==> src/rtl/mac16_pkg.sv <==
package mac16_pkg;

  localparam int INSN_W   = 24;
  localparam int MR_IDX_W = 2;
  localparam int MR_COUNT = 1 << MR_IDX_W;

  localparam logic [3:0] UNIT_OP0 = 4'd4;

  // op2 source / form codes
  localparam logic [3:0] F_GG     = 4'd7;
  localparam logic [3:0] F_GM     = 4'd3;
  localparam logic [3:0] F_MG     = 4'd6;
  localparam logic [3:0] F_MM     = 4'd2;
  localparam logic [3:0] F_MG_DEC = 4'd5;
  localparam logic [3:0] F_MG_INC = 4'd4;
  localparam logic [3:0] F_MM_DEC = 4'd1;
  localparam logic [3:0] F_MM_INC = 4'd0;
  localparam logic [3:0] F_LD_DEC = 4'd9;
  localparam logic [3:0] F_LD_INC = 4'd8;

  typedef enum logic [1:0] {
    ACC_SET_U = 2'b00,
    ACC_SET_S = 2'b01,
    ACC_ADD   = 2'b10,
    ACC_SUB   = 2'b11
  } acc_op_e;

  typedef struct packed {
    logic [3:0] op2;
    logic [3:0] op1;
    logic [3:0] r;
    logic [3:0] s;
    logic [3:0] t;
    logic [3:0] op0;
  } insn_t;

  typedef struct packed {
    logic                recog;
    logic                do_mac;
    acc_op_e             op;
    logic                x_hi;
    logic                y_hi;
    logic                x_gpr;
    logic                y_gpr;
    logic [MR_IDX_W-1:0] x_idx;
    logic [MR_IDX_W-1:0] y_idx;
    logic                do_load;
    logic [MR_IDX_W-1:0] ld_idx;
    logic                upd;
    logic                dec;
  } mac_ctl_t;

endpackage

==> src/rtl/mac16_decode.sv <==
module mac16_decode
  import mac16_pkg::*;
(
  input  logic [INSN_W-1:0] insn,
  output mac_ctl_t          ctl
);

  insn_t f;
  logic  form_ok;
  logic  rsv_ok;

  assign f = insn_t'(insn);

  always_comb begin
    ctl       = '0;
    form_ok   = 1'b0;
    rsv_ok    = 1'b0;
    // operation and half selection come from op1
    ctl.op    = acc_op_e'(f.op1[3:2]);
    ctl.x_hi  = f.op1[0];
    ctl.y_hi  = f.op1[1];
    // first register from {0,r[2]}, second from {1,t[2]}
    ctl.x_idx = {1'b0, f.r[2]};
    ctl.y_idx = {1'b1, f.t[2]};
    ctl.ld_idx = f.r[1:0];

    case (f.op2)
      F_GG: begin
        form_ok    = 1'b1;
        ctl.do_mac = 1'b1;
        ctl.x_gpr  = 1'b1;
        ctl.y_gpr  = 1'b1;
        rsv_ok     = (f.r == 4'd0);
      end
      F_GM: begin
        form_ok    = 1'b1;
        ctl.do_mac = 1'b1;
        ctl.x_gpr  = 1'b1;
        rsv_ok     = (f.r == 4'd0) && !f.t[3] && (f.t[1:0] == 2'd0);
      end
      F_MG: begin
        form_ok    = 1'b1;
        ctl.do_mac = 1'b1;
        ctl.y_gpr  = 1'b1;
        rsv_ok     = (f.s == 4'd0) && !f.r[3] && (f.r[1:0] == 2'd0);
      end
      F_MM: begin
        form_ok    = 1'b1;
        ctl.do_mac = 1'b1;
        rsv_ok     = (f.s == 4'd0) && !f.r[3] && (f.r[1:0] == 2'd0)
                     && !f.t[3] && (f.t[1:0] == 2'd0);
      end
      // fused accumulate + load, register x general register
      F_MG_DEC, F_MG_INC: begin
        form_ok     = (f.op1[3:2] == 2'b10);
        ctl.do_mac  = 1'b1;
        ctl.y_gpr   = 1'b1;
        ctl.do_load = 1'b1;
        ctl.upd     = 1'b1;
        ctl.dec     = (f.op2 == F_MG_DEC);
        rsv_ok      = !f.r[3];
      end
      // fused accumulate + load, register x register
      F_MM_DEC, F_MM_INC: begin
        form_ok     = (f.op1[3:2] == 2'b10);
        ctl.do_mac  = 1'b1;
        ctl.do_load = 1'b1;
        ctl.upd     = 1'b1;
        ctl.dec     = (f.op2 == F_MM_DEC);
        rsv_ok      = !f.r[3] && !f.t[3] && (f.t[1:0] == 2'd0);
      end
      // pure operand-register load
      F_LD_DEC, F_LD_INC: begin
        form_ok     = (f.op1 == 4'd0);
        ctl.do_load = 1'b1;
        ctl.upd     = 1'b1;
        ctl.dec     = (f.op2 == F_LD_DEC);
        rsv_ok      = (f.r[3:2] == 2'd0) && (f.t == 4'd0);
      end
      default: ;
    endcase

    // anything not owned or with nonzero reserved bits is foreign
    ctl.recog = (f.op0 == UNIT_OP0) && form_ok && rsv_ok;
    if (!ctl.recog) begin
      ctl.do_mac  = 1'b0;
      ctl.do_load = 1'b0;
      ctl.upd     = 1'b0;
      ctl.dec     = 1'b0;
    end
  end

endmodule

==> src/rtl/mac16_opregs.sv <==
module mac16_opregs
  import mac16_pkg::*;
#(
  parameter int DATA_W = 32
) (
  input  logic                clk,
  input  logic                rst,
  input  logic                wr_en,
  input  logic [MR_IDX_W-1:0] wr_idx,
  input  logic [DATA_W-1:0]   wr_data,
  input  logic [MR_IDX_W-1:0] x_idx,
  input  logic [MR_IDX_W-1:0] y_idx,
  output logic [DATA_W-1:0]   x_q,
  output logic [DATA_W-1:0]   y_q
);

  logic [DATA_W-1:0] mr [MR_COUNT];

  // clear; R6/R7 write takes effect at the edge, so reads this cycle see old data
  always_ff @(posedge clk) begin
    if (rst) begin
      for (int i = 0; i < MR_COUNT; i++) mr[i] <= '0;
    end else if (wr_en) begin
      mr[wr_idx] <= wr_data;
    end
  end

  assign x_q = mr[x_idx];
  assign y_q = mr[y_idx];

endmodule

==> src/rtl/mac16_datapath.sv <==
module mac16_datapath
  import mac16_pkg::*;
#(
  parameter int DATA_W = 32,
  parameter int HALF_W = 16,
  parameter int ACC_W  = 40
) (
  input  logic [DATA_W-1:0] x_w,
  input  logic [DATA_W-1:0] y_w,
  input  logic              x_hi,
  input  logic              y_hi,
  input  acc_op_e           op,
  input  logic [ACC_W-1:0]  acc_q,
  output logic [ACC_W-1:0]  acc_d
);

  localparam int PROD_W = 2 * HALF_W + 2;
  localparam int PAD_W  = ACC_W - PROD_W;

  logic [HALF_W-1:0]        hx, hy;
  logic                     sg;
  logic signed [HALF_W:0]   ex, ey;
  logic signed [PROD_W-1:0] prod;
  logic [ACC_W-1:0]         prod_ext;

  // half selection
  assign hx = x_hi ? x_w[2*HALF_W-1:HALF_W] : x_w[HALF_W-1:0];
  assign hy = y_hi ? y_w[2*HALF_W-1:HALF_W] : y_w[HALF_W-1:0];

  // one 17x17 signed multiplier serves both signed and unsigned forms
  assign sg   = (op != ACC_SET_U);
  assign ex   = {sg & hx[HALF_W-1], hx};
  assign ey   = {sg & hy[HALF_W-1], hy};
  assign prod = PROD_W'(ex) * PROD_W'(ey);

  generate
    if (PAD_W > 0) begin : g_pad
      assign prod_ext = {{PAD_W{prod[PROD_W-1]}}, prod};
    end else begin : g_trim
      assign prod_ext = prod[ACC_W-1:0];
    end
  endgenerate

  // replacing forms never look at acc_q; R5: add/sub wrap at ACC_W bits
  always_comb begin
    case (op)
      ACC_ADD: acc_d = acc_q + prod_ext;
      ACC_SUB: acc_d = acc_q - prod_ext;
      default: acc_d = prod_ext;
    endcase
  end

endmodule

==> src/rtl/mac16_unit.sv <==
module mac16_unit
  import mac16_pkg::*;
#(
  parameter int DATA_W = 32,
  parameter int HALF_W = 16,
  parameter int ACC_W  = 40
) (
  input  logic                clk,
  input  logic                rst,
  input  logic                insn_valid,
  input  logic [INSN_W-1:0]   insn,
  input  logic [DATA_W-1:0]   gpr_s,
  input  logic [DATA_W-1:0]   gpr_t,
  input  logic [DATA_W-1:0]   ld_data,
  output logic [DATA_W-1:0]   acc_lo_o,
  output logic [ACC_W-DATA_W-1:0] acc_hi_o,
  output logic                foreign_o,
  output logic                upd_req_o,
  output logic                upd_dec_o
);

  mac_ctl_t          ctl;
  logic [DATA_W-1:0] x_mr, y_mr;
  logic [DATA_W-1:0] x_op, y_op;
  logic [ACC_W-1:0]  acc_q, acc_d;

  mac16_decode u_dec (
    .insn (insn),
    .ctl  (ctl)
  );

  mac16_opregs #(.DATA_W(DATA_W)) u_mr (
    .clk     (clk),
    .rst     (rst),
    .wr_en   (insn_valid && ctl.do_load),
    .wr_idx  (ctl.ld_idx),
    .wr_data (ld_data),
    .x_idx   (ctl.x_idx),
    .y_idx   (ctl.y_idx),
    .x_q     (x_mr),
    .y_q     (y_mr)
  );

  // operand routing
  assign x_op = ctl.x_gpr ? gpr_s : x_mr;
  assign y_op = ctl.y_gpr ? gpr_t : y_mr;

  mac16_datapath #(.DATA_W(DATA_W), .HALF_W(HALF_W), .ACC_W(ACC_W)) u_dp (
    .x_w   (x_op),
    .y_w   (y_op),
    .x_hi  (ctl.x_hi),
    .y_hi  (ctl.y_hi),
    .op    (ctl.op),
    .acc_q (acc_q),
    .acc_d (acc_d)
  );

  // registered results and flags
  always_ff @(posedge clk) begin
    if (rst) begin
      acc_q     <= '0;
      foreign_o <= 1'b0;
      upd_req_o <= 1'b0;
      upd_dec_o <= 1'b0;
    end else begin
      foreign_o <= insn_valid && !ctl.recog;
      upd_req_o <= insn_valid && ctl.upd;
      upd_dec_o <= insn_valid && ctl.dec;
      if (insn_valid && ctl.do_mac) acc_q <= acc_d;
    end
  end

  assign acc_lo_o = acc_q[DATA_W-1:0];
  assign acc_hi_o = acc_q[ACC_W-1:DATA_W];

endmodule

==> config.mk <==
export PLATFORM = sky130hd
export DESIGN_NAME = mac16_unit
export DESIGN_NICKNAME = d
export VERILOG_FILES = /design/src/rtl/mac16_pkg.sv /design/src/rtl/mac16_decode.sv /design/src/rtl/mac16_opregs.sv /design/src/rtl/mac16_datapath.sv /design/src/rtl/mac16_unit.sv
export SDC_FILE = /design/constraint.sdc
export NUM_CORES = 1
export LEC_CHECK = 0
export BUFFER_PORTS_ARGS = -buffer_cell sky130_fd_sc_hd__buf_2
export CORE_MARGIN = 2
export CORE_UTILIZATION = 58
export CTS_BUF_LIST = sky130_fd_sc_hd__clkbuf_8
export DETAILED_ROUTE_END_ITERATION = 10
export MAX_ROUTING_LAYER = met4
export PLACE_DENSITY = 0.8
export SLEW_MARGIN = 20
export SYNTH_ARGS = -nofsm -noshare
export SYNTH_HDL_FRONTEND = slang
export SYNTH_SLANG_ARGS = --single-unit
==> constraint.sdc <==
create_clock -name clk -period 9.7 [get_ports clk]
set_input_delay 0 -clock clk [delete_from_list [all_inputs] [get_ports clk]]
set_output_delay 0 -clock clk [all_outputs]
set_load 0.05 [all_outputs]
==> results.ini <==
[global_routing]
grt_max_degree=63
first_global_vias=19763
gr-total-overflow=0
grt_use_total=0.351
antenna_found_initial=1
grt_first_pass_wirelength_microns=102000

[logic_synthesis]
syn_inst=2347
synth_fp_nets=2892
yosysUniqueCellTypes=88
yosysWarnings=0
synth_edf_count=128
syn_area_sq_um=21700
yosysMostFrequentCell=inv_1
synth-seq-cells=171
synthDominantCellAreaShare=0.273
postSynthAreaPerCell_sq_um=9.26
synthTopCellsByArea=fa_1, edfxtp_1, ha_1
synth.largest_area_cell=fa_1
netlist_top_cells_count=inv_1, fa_1, nor2_1, nand2_1, edfxtp_1
synth_flop_cell=edfxtp_1
async_flop_share=0
synth_seq_area_share=0.216

[cts]
clkTransAtPathRegs_ns=0.14
cts_tree=done
htree_levels=4
clock-root-buffer=clkbuf_8
clkLatencyLatePin_ns=0.53
cts.sinks=171
cts-buffers-inserted=17
clockBufferDepth=2

[sta]
finalHoldViolCount=0
max-slew-margin-rel=0.304
skew_ns=0.0331
rsz0062_at_grt=yes
tightest_slew_ns=1.03
finalSetupTns_ns=0
post-route-period-util=0.980
fin_crit_ns=9.51
setup_violations=0
maxSlewViolCount=0
layout_setup_ws_ns=0.193
max_freq_mhz=105

[worst_setup_path]
r2r-start=u_mr.mr[1][23]
criticalPathCategory=register to register
reg2reg_depth=39
cpPeakStageDelay_ns=0.55
crit_path_frequent_cell=fa_1
crit_required_ns=10.12
worstSetupEndpointType=register
crit_fanout=4
startpoint_type=register
arrival_ns=9.93
cpMaxStageDelayCell=or4b_4
r2r-end=acc_q[36]
r2r_slack_ns=0.19

[placed_design]
place.gp.congestion=0.978
io_buffers=165
hpwl_microns=49900
dp_slack_ns=-0.315

[min_path]
worstHoldStart=rst
hold_depth=2
min_to=acc_q[16]
timing.hold.worst.class=primary input to register

[drt]
wl_microns=64600
post_drt_wl_per_cell_microns=20.0
postRouteAntennaNets=0
wl_met2_microns=31800
wl_met1_microns=24700
drtIter0Drc=1624
wl_met3_microns=5470
remaining_drc_errors=0
vias=18966
top_layer=met4
firstDrtPassIters=6
vias_per_cell=5.88

[floorplanning]
core_area_sq_um=36800
die_y_microns=198
fp.dieW_microns=198
fp.dieArea_sq_um=39100
row_count=70
start_util=0.591
ios=166

[job]
cap_viol_max_count=0

[status]
outcome=finished, final reports clean

[final_layout]
drive_above_1_share=0.237
syn_to_final_growth_pct=21.8
fin_nets=3290
fillers=2646

layout by cell type, fill, tap and decap left out, types with 10 or more instances in the layout:
cell type	netlist	layout
buf_4	0	256
o21a_4	0	12
xor2_1	33	31
mux4_2	32	32
nor2_1	289	283
clkbuf_8	0	17
o21a_1	34	19
o21ai_1	26	27
inv_2	1	11
o211ai_1	11	11
xnor2_1	59	55
a311oi_1	13	12
or2_2	12	12
fa_1	297	290
a21oi_1	95	84
a211oi_1	21	18
nand2_2	0	12
nand2b_1	19	18
edfxtp_1	128	128
buf_12	0	12
nand3_1	16	16
nor3_1	25	23
o21ai_0	58	49
ha_1	125	112
dlygate4sd3_1	0	36
a21o_1	36	35
mux2i_1	46	46
and3_1	10	10
dfxtp_1	43	43
ha_4	0	11
inv_1	362	351
buf_2	3	165
and2_1	43	42
nand2_1	277	262
per-stage QoR:
stage	cells	area [sq um]	hold slack, ns	utilization
after floorplan	2347	21800	0.146	-
after detailed placement	3130	24800	0.244	0.674
after CTS	3199	25700	0.0825	0.698
final	3227	26500	0.106	0.720
after global routing	3227	26500	0.126	0.720
after global placement	3130	24800	0.249	0.673
registers in the layout (all words and copies together), names as in the netlist:
signal,cells
u_mr.mr,128
acc_q,40
foreign_o,1
upd_dec_o,1
upd_req_o,1
critical path, delay by kind of cell (launching register included):
family | cells | cell delay, ns
and+or+nand+nor | 11 | 2.06
AOI/OAI and AO/OA | 10 | 1.95
muxes | 1 | 0.52
DFF | 1 | 0.39
adders and majority gates | 8 | 3.49
buffers and inverters | 7 | 0.66
xor gates and xnor gates | 2 | 0.33
layer usage:
| layer | vias up | GRT usage |
|---|---|---|
| met5 | - | - |
| met2 | 906 | 0.585 |
| met3 | 207 | 0.0659 |
| met1 | 9346 | 0.422 |
| li1 | 8507 | - |
| met4 | 0 | 0.142 |
cell type report:
cell class	instances	area [sq um]	share of cell area
Timing Repair Buffer	473	3390	0.128
Sequential cell	171	4700	0.178
Multi-Input combinational cell	1719	16000	0.603
Clock inverter	15	226	0.00855
Clock buffer	17	234	0.00883
Tap cell	468	586	0.0221
Antenna cell	1	2.50	0.0000945
Inverter	363	1370	0.0516
logic make-up after synthesis:
kind of cell	share of synthesized area
compound gates	0.114
xor+xnor	0.0371
simple gates	0.151
flops	0.216
mux	0.0559
buf+inv	0.0794
fa+ha+maj	0.345
how the worst max path moves through the flow:
| stage | from | end | slack (ns) | depth (start not counted) |
|---|---|---|---|---|
| floorplan | insn[23] | acc_q[36] | 0.03 | 38 |
| global placement | insn[14] | acc_q[36] | -0.11 | 39 |
| detailed placement | insn[14] | acc_q[36] | -0.31 | 40 |
| CTS | u_mr.mr[3][6] | acc_q[36] | 0.004 | 39 |
| global route | u_mr.mr[1][23] | acc_q[36] | -0.16 | 40 |
| finish | u_mr.mr[1][23] | acc_q[36] | 0.19 | 39 |
what timing repair did:
item                       4_1_cts  5_1_grt
hold buffers                    36        0
setup endpoints to repair        1       12
hold endpoints to repair       130        0
pin swaps                        3       69
resized for setup               24      129
setup buffers                    1       27
Power is not shown: default switching activity piles up to over one toggle a cycle in this logic, so the estimate is an artifact.
